$ cat src/rtl/acc_pkg.sv
package acc_pkg;
    localparam int WORD_W = 16;
    localparam int ADDR_W = 12;
    localparam int SC_W   = 4;
    localparam int OP_W   = 3;

    typedef logic [WORD_W-1:0] word_t;
    typedef logic [ADDR_W-1:0] addr_t;

    typedef enum logic [OP_W-1:0] {
        OP_AND = 3'd0,
        OP_ADD = 3'd1,
        OP_LDA = 3'd2,
        OP_STA = 3'd3,
        OP_BUN = 3'd4,
        OP_BSA = 3'd5,
        OP_ISZ = 3'd6,
        OP_EXT = 3'd7
    } opcode_e;

    typedef enum logic [1:0] {
        CLS_MEM,
        CLS_REG,
        CLS_IO
    } iclass_e;

    typedef struct packed {
        iclass_e cls;
        logic    indir;
        opcode_e op;
    } dec_t;

    typedef enum logic [3:0] {
        ALU_PASS,
        ALU_AND,
        ALU_ADD,
        ALU_LOAD,
        ALU_CLR,
        ALU_CLE,
        ALU_CMA,
        ALU_CME,
        ALU_CIR,
        ALU_CIL,
        ALU_INC
    } alu_op_e;

    // skip mask order: [3] AC non-negative, [2] AC negative, [1] AC zero, [0] link zero
    typedef struct packed {
        alu_op_e    alu;
        logic [3:0] skip;
        logic       halt;
    } rr_t;

    // register-operation bit positions (encoding is behaviour)
    localparam int RB_CLA = 11;
    localparam int RB_CLE = 10;
    localparam int RB_CMA = 9;
    localparam int RB_CME = 8;
    localparam int RB_CIR = 7;
    localparam int RB_CIL = 6;
    localparam int RB_INC = 5;
    localparam int RB_SPA = 4;
    localparam int RB_SNA = 3;
    localparam int RB_SZA = 2;
    localparam int RB_SZE = 1;
    localparam int RB_HLT = 0;

    function automatic dec_t decode_top(input logic [OP_W:0] hi);
        dec_t d;
        d.indir = hi[OP_W];
        d.op    = opcode_e'(hi[OP_W-1:0]);
        if (d.op != OP_EXT)
            d.cls = CLS_MEM;
        else if (d.indir)
            d.cls = CLS_IO;
        else
            d.cls = CLS_REG;
        return d;
    endfunction
endpackage

$ cat src/rtl/acc_step_ctr.sv
module acc_step_ctr #(
    parameter int SC_W = 4
) (
    input  logic                   clk,
    input  logic                   rst,
    input  logic                   hold,
    input  logic                   clr,
    output logic [SC_W-1:0]        sc,
    output logic [(1<<SC_W)-1:0]   t
);
    localparam int STEPS = 1 << SC_W;

    always_ff @(posedge clk) begin
        if (rst)
            sc <= '0;
        else if (hold)
            sc <= sc;
        else if (clr)
            sc <= '0;
        else
            sc <= sc + SC_W'(1);
    end

    for (genvar i = 0; i < STEPS; i++) begin : g_strobe
        assign t[i] = (sc == SC_W'(i));
    end
endmodule

$ cat src/rtl/acc_rr_dec.sv
module acc_rr_dec
    import acc_pkg::*;
#(
    parameter int ADDR_W_P = ADDR_W
) (
    input  logic [ADDR_W_P-1:0] bits,
    output rr_t                 rr
);
    always_comb begin
        rr.alu  = ALU_PASS;
        rr.skip = {bits[RB_SPA], bits[RB_SNA], bits[RB_SZA], bits[RB_SZE]};
        rr.halt = bits[RB_HLT];
        if (bits[RB_CLA])
            rr.alu = ALU_CLR;
        else if (bits[RB_CLE])
            rr.alu = ALU_CLE;
        else if (bits[RB_CMA])
            rr.alu = ALU_CMA;
        else if (bits[RB_CME])
            rr.alu = ALU_CME;
        else if (bits[RB_CIR])
            rr.alu = ALU_CIR;
        else if (bits[RB_CIL])
            rr.alu = ALU_CIL;
        else if (bits[RB_INC])
            rr.alu = ALU_INC;
    end
endmodule

$ cat src/rtl/acc_alu.sv
module acc_alu
    import acc_pkg::*;
#(
    parameter int W = WORD_W
) (
    input  alu_op_e      op,
    input  logic [W-1:0] ac,
    input  logic [W-1:0] dr,
    input  logic         e,
    output logic [W-1:0] ac_n,
    output logic         e_n
);
    localparam logic [W-1:0] ONE = {{(W-1){1'b0}}, 1'b1};

    always_comb begin
        ac_n = ac;
        e_n  = e;
        case (op)
            ALU_AND:  ac_n = ac & dr;
            ALU_ADD:  {e_n, ac_n} = {1'b0, ac} + {1'b0, dr};
            ALU_LOAD: ac_n = dr;
            ALU_CLR:  ac_n = '0;
            ALU_CLE:  e_n = 1'b0;
            ALU_CMA:  ac_n = ~ac;
            ALU_CME:  e_n = ~e;
            ALU_CIR: begin
                ac_n = {e, ac[W-1:1]};
                e_n  = ac[0];
            end
            ALU_CIL: begin
                ac_n = {ac[W-2:0], e};
                e_n  = ac[W-1];
            end
            ALU_INC:  ac_n = ac + ONE;
            default: ;
        endcase
    end
endmodule

$ cat src/rtl/acc_cpu_core.sv
module acc_cpu_core
    import acc_pkg::*;
(
    input  logic              clk,
    input  logic              rst,
    output logic [ADDR_W-1:0] mem_addr,
    input  logic [WORD_W-1:0] mem_rdata,
    output logic [WORD_W-1:0] mem_wdata,
    output logic              mem_we,
    input  logic              irq_req,
    output logic              irq_ack,
    output logic              halted
);
    localparam int    STEPS = 1 << SC_W;
    localparam addr_t A_ONE = addr_t'(1);
    localparam word_t W_ONE = word_t'(1);

    // architectural state
    addr_t pc_q, ar_q;
    word_t ir_q, dr_q, ac_q;
    logic  e_q, halt_q, irq_q;

    // step sequencing
    logic [SC_W-1:0]  sc_q;
    logic [STEPS-1:0] t;
    logic             sc_clr;

    // next-state controls
    addr_t   pc_d, ar_d;
    word_t   ir_d, dr_d, wdata_c;
    logic    we_c, halt_set, irq_d, ack_c;
    alu_op_e alu_op;
    word_t   alu_ac;
    logic    alu_e;

    dec_t       dec;
    rr_t        rr;
    logic [3:0] cond;
    logic       skip_hit;

    acc_step_ctr #(.SC_W(SC_W)) i_step (
        .clk  (clk),
        .rst  (rst),
        .hold (halt_q),
        .clr  (sc_clr),
        .sc   (sc_q),
        .t    (t)
    );

    acc_rr_dec #(.ADDR_W_P(ADDR_W)) i_rr (
        .bits (ir_q[ADDR_W-1:0]),
        .rr   (rr)
    );

    acc_alu #(.W(WORD_W)) i_alu (
        .op   (alu_op),
        .ac   (ac_q),
        .dr   (dr_q),
        .e    (e_q),
        .ac_n (alu_ac),
        .e_n  (alu_e)
    );

    assign dec      = decode_top(ir_q[WORD_W-1:ADDR_W]);
    assign cond     = {~ac_q[WORD_W-1], ac_q[WORD_W-1], (ac_q == '0), ~e_q};
    assign skip_hit = |(rr.skip & cond);

    always_comb begin
        ar_d     = ar_q;
        pc_d     = pc_q;
        ir_d     = ir_q;
        dr_d     = dr_q;
        alu_op   = ALU_PASS;
        we_c     = 1'b0;
        wdata_c  = ac_q;
        sc_clr   = 1'b0;
        halt_set = 1'b0;
        irq_d    = irq_q;
        ack_c    = 1'b0;
        if (!halt_q) begin
            if (t[0]) begin
                if (irq_req) begin
                    ar_d  = '0;
                    irq_d = 1'b1;
                end else begin
                    ar_d = pc_q;
                end
            end else if (irq_q) begin
                if (t[1]) begin
                    we_c    = 1'b1;
                    wdata_c = {{(WORD_W-ADDR_W){1'b0}}, pc_q};
                    pc_d    = '0;
                end else if (t[2]) begin
                    pc_d   = pc_q + A_ONE;
                    irq_d  = 1'b0;
                    ack_c  = 1'b1;
                    sc_clr = 1'b1;
                end else begin
                    irq_d  = 1'b0;
                    sc_clr = 1'b1;
                end
            end else if (t[1]) begin
                ir_d = mem_rdata;
                pc_d = pc_q + A_ONE;
            end else if (t[2]) begin
                ar_d = ir_q[ADDR_W-1:0];
            end else if (t[3]) begin
                case (dec.cls)
                    CLS_MEM: begin
                        if (dec.indir)
                            ar_d = mem_rdata[ADDR_W-1:0];
                    end
                    CLS_REG: begin
                        alu_op   = rr.alu;
                        halt_set = rr.halt;
                        if (skip_hit)
                            pc_d = pc_q + A_ONE;
                        sc_clr = 1'b1;
                    end
                    default: sc_clr = 1'b1;
                endcase
            end else if (t[4]) begin
                case (dec.op)
                    OP_AND, OP_ADD, OP_LDA, OP_ISZ: dr_d = mem_rdata;
                    OP_STA: begin
                        we_c   = 1'b1;
                        sc_clr = 1'b1;
                    end
                    OP_BUN: begin
                        pc_d   = ar_q;
                        sc_clr = 1'b1;
                    end
                    OP_BSA: begin
                        we_c    = 1'b1;
                        wdata_c = {{(WORD_W-ADDR_W){1'b0}}, pc_q};
                        ar_d    = ar_q + A_ONE;
                    end
                    default: sc_clr = 1'b1;
                endcase
            end else if (t[5]) begin
                case (dec.op)
                    OP_AND: begin
                        alu_op = ALU_AND;
                        sc_clr = 1'b1;
                    end
                    OP_ADD: begin
                        alu_op = ALU_ADD;
                        sc_clr = 1'b1;
                    end
                    OP_LDA: begin
                        alu_op = ALU_LOAD;
                        sc_clr = 1'b1;
                    end
                    OP_BSA: begin
                        pc_d   = ar_q;
                        sc_clr = 1'b1;
                    end
                    OP_ISZ: dr_d = dr_q + W_ONE;
                    default: sc_clr = 1'b1;
                endcase
            end else if (t[6]) begin
                if (dec.op == OP_ISZ) begin
                    we_c    = 1'b1;
                    wdata_c = dr_q;
                    if (dr_q == '0)
                        pc_d = pc_q + A_ONE;
                end
                sc_clr = 1'b1;
            end else if (|t[STEPS-1:7]) begin
                sc_clr = 1'b1;
            end
        end
    end

    always_ff @(posedge clk) begin
        if (rst) begin
            pc_q   <= '0;
            ar_q   <= '0;
            ir_q   <= '0;
            dr_q   <= '0;
            ac_q   <= '0;
            e_q    <= 1'b0;
            halt_q <= 1'b0;
            irq_q  <= 1'b0;
        end else begin
            pc_q   <= pc_d;
            ar_q   <= ar_d;
            ir_q   <= ir_d;
            dr_q   <= dr_d;
            ac_q   <= alu_ac;
            e_q    <= alu_e;
            halt_q <= halt_q | halt_set;
            irq_q  <= irq_d;
        end
    end

    assign mem_addr  = we_c ? ar_q : ar_d;
    assign mem_wdata = wdata_c;
    assign mem_we    = we_c;
    assign irq_ack   = ack_c;
    assign halted    = halt_q;
endmodule

$ cat config.mk
export PLATFORM = sky130hd
export DESIGN_NAME = acc_cpu_core
export DESIGN_NICKNAME = d
export VERILOG_FILES = /design/src/rtl/acc_pkg.sv /design/src/rtl/acc_step_ctr.sv /design/src/rtl/acc_rr_dec.sv /design/src/rtl/acc_alu.sv /design/src/rtl/acc_cpu_core.sv
export SDC_FILE = /design/constraint.sdc
export NUM_CORES = 1
export LEC_CHECK = 0
export BUFFER_PORTS_ARGS = -buffer_cell sky130_fd_sc_hd__buf_2
export CORE_MARGIN = 5
export CORE_UTILIZATION = 56
export CTS_CLUSTER_SIZE = 12
export DETAILED_ROUTE_END_ITERATION = 7
export GPL_TIMING_DRIVEN = 0
export PLACE_DENSITY = 0.78
export SKIP_CTS_REPAIR_TIMING = 1
export SLEW_MARGIN = 20
export SYNTH_ARGS = -nofsm -noshare
export SYNTH_HDL_FRONTEND = slang
export SYNTH_SLANG_ARGS = --single-unit
$ cat constraint.sdc
create_clock -name clk -period 2.61 [get_ports clk]
set_input_delay 0.1305 -clock clk [delete_from_list [all_inputs] [get_ports clk]]
set_output_delay 0.1305 -clock clk [all_outputs]
set_load 0.05 [all_outputs]
# ---- After elaboration in Yosys (flattened, before gate mapping)
# Index checks and enable logic that the tools add are counted.
dict set report totals {
  register_bits 79
  inputBits 19
  out_inout_bits 31
  elab_cells 195
}
dict set report op_classes {
  add_sub_neg 6
  n_eq_ne 41
  n_mux 106
  bitwise 12
  reduce_logical 21
}
# operator n
set ops {}
lappend ops {{$mux 12} 27}
lappend ops {{$mux 16} 16}
lappend ops {{$pmux 16 s8} 1}
lappend ops {{$mux 4} 15}
lappend ops {{$eq 4x4->1 const B} 11}
lappend ops {{$mux 1} 41}
lappend ops {{$add 16x1->16 const B} 2}
lappend ops {{$eq 4x3->1 const B} 8}
lappend ops {{$logic_not 16->1} 2}
lappend ops {{$add 12x1->12 const B} 2}
lappend ops {{$reduce_bool 6->1} 3}
lappend ops {{$add 16x16->17} 1}
lappend ops {{$and 16x16->16} 1}
lappend ops {{$eq 4x2->1 const B} 4}
lappend ops {{$not 16->16} 1}
lappend ops {{$reduce_and 11->1} 1}
lappend ops {{$eq 3x3->1 const B} 3}
lappend ops {{$reduce_and 9->1} 1}
lappend ops {{$reduce_or 9->1} 1}
lappend ops {{$eq 4x1->1 const B} 2}
lappend ops {{$mux 2} 4}
lappend ops {{$ne 4x4->1 const B} 2}
lappend ops {{$not 1->1} 8}
lappend ops {{$reduce_bool 8->1} 1}
lappend ops {{other kinds (23)} 28}

# ---- Longest topological paths before layout
dict set report logic_depth {
  depth_word 16
  mapped_depth 13
  ltp_nobuf 10
}

# ---- Hierarchy
# A second synthesis with hierarchy kept.
dict set report unflattened {
  hier_cells 1112
  hier_area_um2 7901.3
}
# mod n_inst cells_each area_each_um2
set modules_own_cells {}
lappend modules_own_cells {acc_cpu_core 1 730 5327.6}
lappend modules_own_cells {acc_alu 1 322 2134.5}
lappend modules_own_cells {acc_step_ctr 1 45 342.8}
lappend modules_own_cells {acc_rr_dec 1 15 96.3}

# ---- Worst setup path after synthesis
# Ideal clock, no wire load.
dict set report synth_timing {
  path_kind {register -> output}
  start {register i_step.sc[0]}
  end {output port mem_addr[10]}
  arrival_ns 3.626
  setup_slack_ns -1.147
  stages_incl_launch_ff 12
  n_path_buf 2
  cell_sequence {dfxtp_1 > inv_1 > ha_1 > clkbuf_1 > inv_1 > nor2_1 > nor2_1 > nand2_1 > a21oi_1 > nor2_1 > clkbuf_1 > a21oi_1}
}
dict set report synth_via {
  elab_chain_cells 11
}
# item line
set synth_rtl {}
lappend synth_rtl {{start: declaration} acc_step_ctr.sv:8} ;# output logic [SC_W-1:0] sc,
lappend synth_rtl {{start signal: assignment} acc_step_ctr.sv:21} ;# sc <= sc + SC_W'(1);
lappend synth_rtl {{$eq 4x3->1} acc_step_ctr.sv:25} ;# assign t[i] = (sc == SC_W'(i));
lappend synth_rtl {{$mux 1} acc_cpu_core.sv:161} ;# end else if (t[6]) begin
lappend synth_rtl {{$mux 1} acc_cpu_core.sv:140} ;# end else if (t[5]) begin
lappend synth_rtl {{$mux 1} acc_cpu_core.sv:122} ;# end else if (t[4]) begin
lappend synth_rtl {{$mux 1} acc_cpu_core.sv:107} ;# end else if (t[3]) begin
lappend synth_rtl {{$mux 1} acc_cpu_core.sv:105} ;# end else if (t[2]) begin
lappend synth_rtl {{$mux 1} acc_cpu_core.sv:102} ;# end else if (t[1]) begin
lappend synth_rtl {{$mux 1} acc_cpu_core.sv:88} ;# end else if (irq_q) begin
lappend synth_rtl {{$mux 1 *} acc_cpu_core.sv:81} ;# if (t[0]) begin
lappend synth_rtl {{$mux 1 *} acc_cpu_core.sv:80} ;# if (!halt_q) begin
lappend synth_rtl {{named net mem_we} acc_cpu_core.sv:9} ;# output logic mem_we,
lappend synth_rtl {{$mux 12 *} acc_cpu_core.sv:197} ;# assign mem_addr = we_c ? ar_q : ar_d;
lappend synth_rtl {{end: declaration} acc_cpu_core.sv:6} ;# output logic [ADDR_W-1:0] mem_addr,
# The timed path passes the listed nets; every way through them passes the cells marked *.

# ---- Worst setup path in the final report
dict set report layout_timing {
  start {register i_step.sc[1]}
  end {register ac_q[15]}
}
dict set report layout_via {
  elab_chain_cells 11
}
# item line
set layout_rtl {}
lappend layout_rtl {{$eq 4x3->1} acc_step_ctr.sv:25}
lappend layout_rtl {{$mux 2} acc_cpu_core.sv:140}
lappend layout_rtl {{$mux 2} acc_cpu_core.sv:122}
lappend layout_rtl {{$mux 4} acc_cpu_core.sv:107}
lappend layout_rtl {{$mux 4} acc_cpu_core.sv:105}
lappend layout_rtl {{$mux 4} acc_cpu_core.sv:102}
lappend layout_rtl {{$mux 4} acc_cpu_core.sv:88}
lappend layout_rtl {{$mux 4 *} acc_cpu_core.sv:81}
lappend layout_rtl {{$mux 4 *} acc_cpu_core.sv:80}
lappend layout_rtl {{$eq 4x4->1, or another cell as far along} acc_alu.sv:18} ;# case (op)
lappend layout_rtl {{$pmux 16 s8 or $reduce_bool 8->1 (tied branches)} n/a}
lappend layout_rtl {{end signal: assignment} acc_cpu_core.sv:190} ;# ac_q <= alu_ac;
lappend layout_rtl {{end: declaration} acc_cpu_core.sv:20} ;# word_t ir_q, dr_q, ac_q;
# Every way passes the cells marked *; elsewhere a longest branch is shown, timed or not.
# A chain may end at the register's enable or synchronous reset.

==> flow_summary.json <==
{
  "whs_path_depth": 3,
  "num_io_pins": 50,
  "crit_chain": "ha_4 -> or3b_1 -> buf_6 -> a2111oi_4 -> buf_4 -> or2_1 -> buf_6 -> nor2_4 -> a311oi_4 -> buf_6 -> buf_12 -> nand2_4 -> o221ai_2 -> a21oi_1",
  "p_per_area_mw_per_mm2": 453,
  "critPathCaptureType": "register",
  "synthTopCellsByArea": "dfxtp_1, nor2_1, a21oi_1",
  "swShare_pct": 37.8,
  "max_freq_mhz": 339,
  "finalHoldViolCount": 0,
  "synth_cells": 1057,
  "grt_first_pass_wirelength_mm": 44.6,
  "synth_ff_type": "dfxtp_1",
  "clk_latency_ns": 0.37,
  "start_util_pct": 57.6,
  "rows": 41,
  "ctsLongestPathBuffers": 2,
  "cp_common_cell": "buf_6",
  "drive_gt1_share_pct": 26.5,
  "ff2ff_setup_slack_ns": -0.34,
  "cp.required_ns": 2.83,
  "numPortBuffers": 48,
  "syn_avg_cell_area_um2": 6.93,
  "path_max_fanout": 8,
  "max_cap_viol_count": 0,
  "synth_area_leader_cell": "dfxtp_1",
  "synth_nets": 1103,
  "multiInputGateArea_mm2": 0.00604,
  "grt_overflow_total": 0,
  "gr-usage-all-layers_pct": 35.5,
  "ir_drop_uv": 494,
  "hold_path_end": "ir_q[15]$_SDFFE_PP0P_",
  "die_y_um": 124,
  "rsz0062_at_grt": "true",
  "worstHoldStart": "mem_rdata[15]",
  "rr_endpoint": "ac_q[15]$_SDFFE_PP0P_",
  "seq_area_frac_synth_pct": 21.6,
  "cts-buffers-inserted": 9,
  "cts-root-buf": "clkbuf_16",
  "vias": 9445,
  "drcViolationCount": 0,
  "diodes": 0,
  "p_clk_share_pct": 35.9,
  "place_area_mm2": 0.00795,
  "critPathSlowestCell": "dfxtp_4",
  "place_congestion": 1.04,
  "cp.buffers_inverters": 5,
  "fin_area_mm2": 0.00964,
  "drtIter0Drc": 1553,
  "relSlewSlack_pct": 26.1,
  "seq_area_mm2": 0.00160,
  "antenna_found_initial": 0,
  "fin_crit_ns": 2.95,
  "seq_power_share_pct": 30.8,
  "setup_viol": 46,
  "cp.arrival_ns": 3.17,
  "power_mw": 4.37,
  "final_nets": 1205,
  "synth_edf_count": 0,
  "r2r_cells": 14,
  "path_class": "reg -> reg",
  "synth_seq_cells": 79,
  "cp_top_family": "buffers and inverters",
  "critical_path.startpoint_type": "register",
  "synth.distinct_cells": 85,
  "hpwlAfterDp_mm": 21.1,
  "grt_pass1_vias": 8081,
  "power_leakage_nw": 3.61,
  "synth.top_cell.area_share_pct": 21.6,
  "firstDrtPassIters": 7,
  "syn_to_final_growth_pct": 31.6,
  "vias_per_cell": 7.07,
  "internal_power_mw": 2.71,
  "wl_per_cell_um": 23.7,
  "cts_tree": "done",
  "core_area_mm2": 0.0127,
  "tightestPinTransition_ns": 1.10,
  "async_flop_share_pct": 0,
  "clk_pin_slew_ns": 0.06,
  "die-area_mm2": 0.0155,
  "hp-class": "in -> reg",
  "die_w_um": 124,
  "drtAntennaViolNets": 0,
  "htreeDepth": 3,
  "yosys_warnings": 0,
  "drv_slew": 0,
  "cts_sinks": 79,
  "finClkSkew_ns": 0.0170,
  "status": "finished with violations",
  "syn_area_mm2": 0.00732,
  "finalCritPeriodShare_pct": 113,
  "fillers": 993,
  "p_comb_share_pct": 33.3,
  "switchingPower_mw": 1.65,
  "critPathMaxStageDelay_ns": 0.39,
  "setup_slack_ns": -0.337,
  "violations": "setup timing",
  "grt_max_degree": 15,
  "reg2reg_from": "i_step.sc[1]$_SDFFE_PP0N_",
  "wl_mm": 31.6
}
==> synth_stat cells (all sizes together) (9+ instances only) <==
library cell / instances
and2: 10
nor2: 137
o21ai: 97
and3: 23
clkbuf: 67
nand2: 107
a21oi: 102
inv: 30
a221oi: 11
nand2b: 10
dfxtp: 79
a22o: 9
xnor2: 13
a22oi: 23
or2: 11
nand4: 12
a211oi: 19
nor4: 9
ha: 26
nor3: 35
nor2b: 9
mux2i: 22
a2111oi: 9
o211ai: 16
a31oi: 10
o22ai: 9
buf: 17
nand3: 23
==> power groups by stage <==
stage / Sequential, mW / Combinational (mW) / Clock [mW]
after global placement: 1.35 / 1.11 / 0
final: 1.35 / 1.45 / 1.57
after detailed placement: 1.35 / 1.12 / 0
after CTS: 1.33 / 1.12 / 1.55
after global routing: 1.35 / 1.52 / 1.59
after floorplan: 1.32 / 0.823 / 0
==> tightest hold or removal path, stage by stage <==
cell and delay (ns):
buf_2 0.11, mux2i_1 0.07, nor2_1 0.07
==> kinds of logic (layout without fill, tap and decap cells) <==
group	Yosys count	after routing	share of synthesized area [%]
simple gates	415	415	27.4
flops	79	79	21.6
mux	24	24	3.32
xor+xnor	21	21	2.51
fa+ha+maj	27	27	4.72
compound gates	377	377	34.2
buf+inv	114	221	6.29
==> cells in the final DEF, fill, tap and decap left out, types with 21 or more instances in the layout <==
master | synthesis | routed
a21oi_1 | 100 | 81
a22oi_1 | 23 | 23
and3_1 | 23 | 22
buf_2 | 11 | 25
buf_4 | 1 | 43
buf_6 | 2 | 38
clkbuf_1 | 67 | 30
dfxtp_1 | 79 | 72
ha_1 | 26 | 22
inv_1 | 30 | 28
mux2i_1 | 22 | 22
nand2_1 | 106 | 100
nand3_1 | 22 | 21
nor2_1 | 136 | 118
nor3_1 | 34 | 26
o21ai_0 | 97 | 71
==> sequential cells by signal, summed over array words and instances, names as in the netlist <==
register   flops
ac_q          16
ar_q          12
dr_q          16
e_q            1
halted         1
i_step.sc      4
ir_q          16
irq_q          1
pc_q          12
==> how the worst max path moves through the flow <==
stage	from	to	cells past startpoint
after floorplan	i_step.sc[1]$_SDFFE_PP0N_	ac_q[7]$_SDFFE_PP0P_	12
after global placement	i_step.sc[1]$_SDFFE_PP0N_	dr_q[10]$_SDFFE_PP0P_	11
after detailed placement	i_step.sc[1]$_SDFFE_PP0N_	dr_q[12]$_SDFFE_PP0P_	11
after CTS	i_step.sc[1]$_SDFFE_PP0N_	mem_wdata[15]	12
after global routing	i_step.sc[1]$_SDFFE_PP0N_	ac_q[1]$_SDFFE_PP0P_	13
final	i_step.sc[1]$_SDFFE_PP0N_	ac_q[15]$_SDFFE_PP0P_	14
==> per-stage QoR <==
stage                     worst slack (ns)  hold WS, ns  util (%)  TNS [ns]  cells
after global placement              -0.735        0.400      62.5    -35.62   1277
final                               -0.337       0.0614      75.7     -9.74   1336
after detailed placement            -0.737        0.424      62.5    -37.41   1277
after global routing                -0.413       0.0918      75.7    -12.73   1336
after CTS                           -0.967       0.0580      65.3    -50.95   1293
after floorplan                   0.000915        0.278         -         0   1057
==> area by class of cell <==
cell class                      count  share of cell area (%)
Buffer                             77                    5.08
Clock buffer                       10                    2.48
Clock inverter                      6                    1.19
Inverter                           30                    1.17
Multi-Input combinational cell    864                    62.6
Sequential cell                    79                    16.6
Tap cell                          172                    2.23
Timing Repair Buffer               98                    8.65
==> metal layers <==
metal | vias to the layer above | global-route usage [%] | wire length (um)
li1 | 4136 | - | -
met5 | - | 0 | 0
met3 | 222 | 9.13 | 3890
met2 | 754 | 54.8 | 13800
met1 | 4333 | 43.7 | 11400
met4 | 0 | 23.1 | 2510
(Power assumes the default switching activity.)
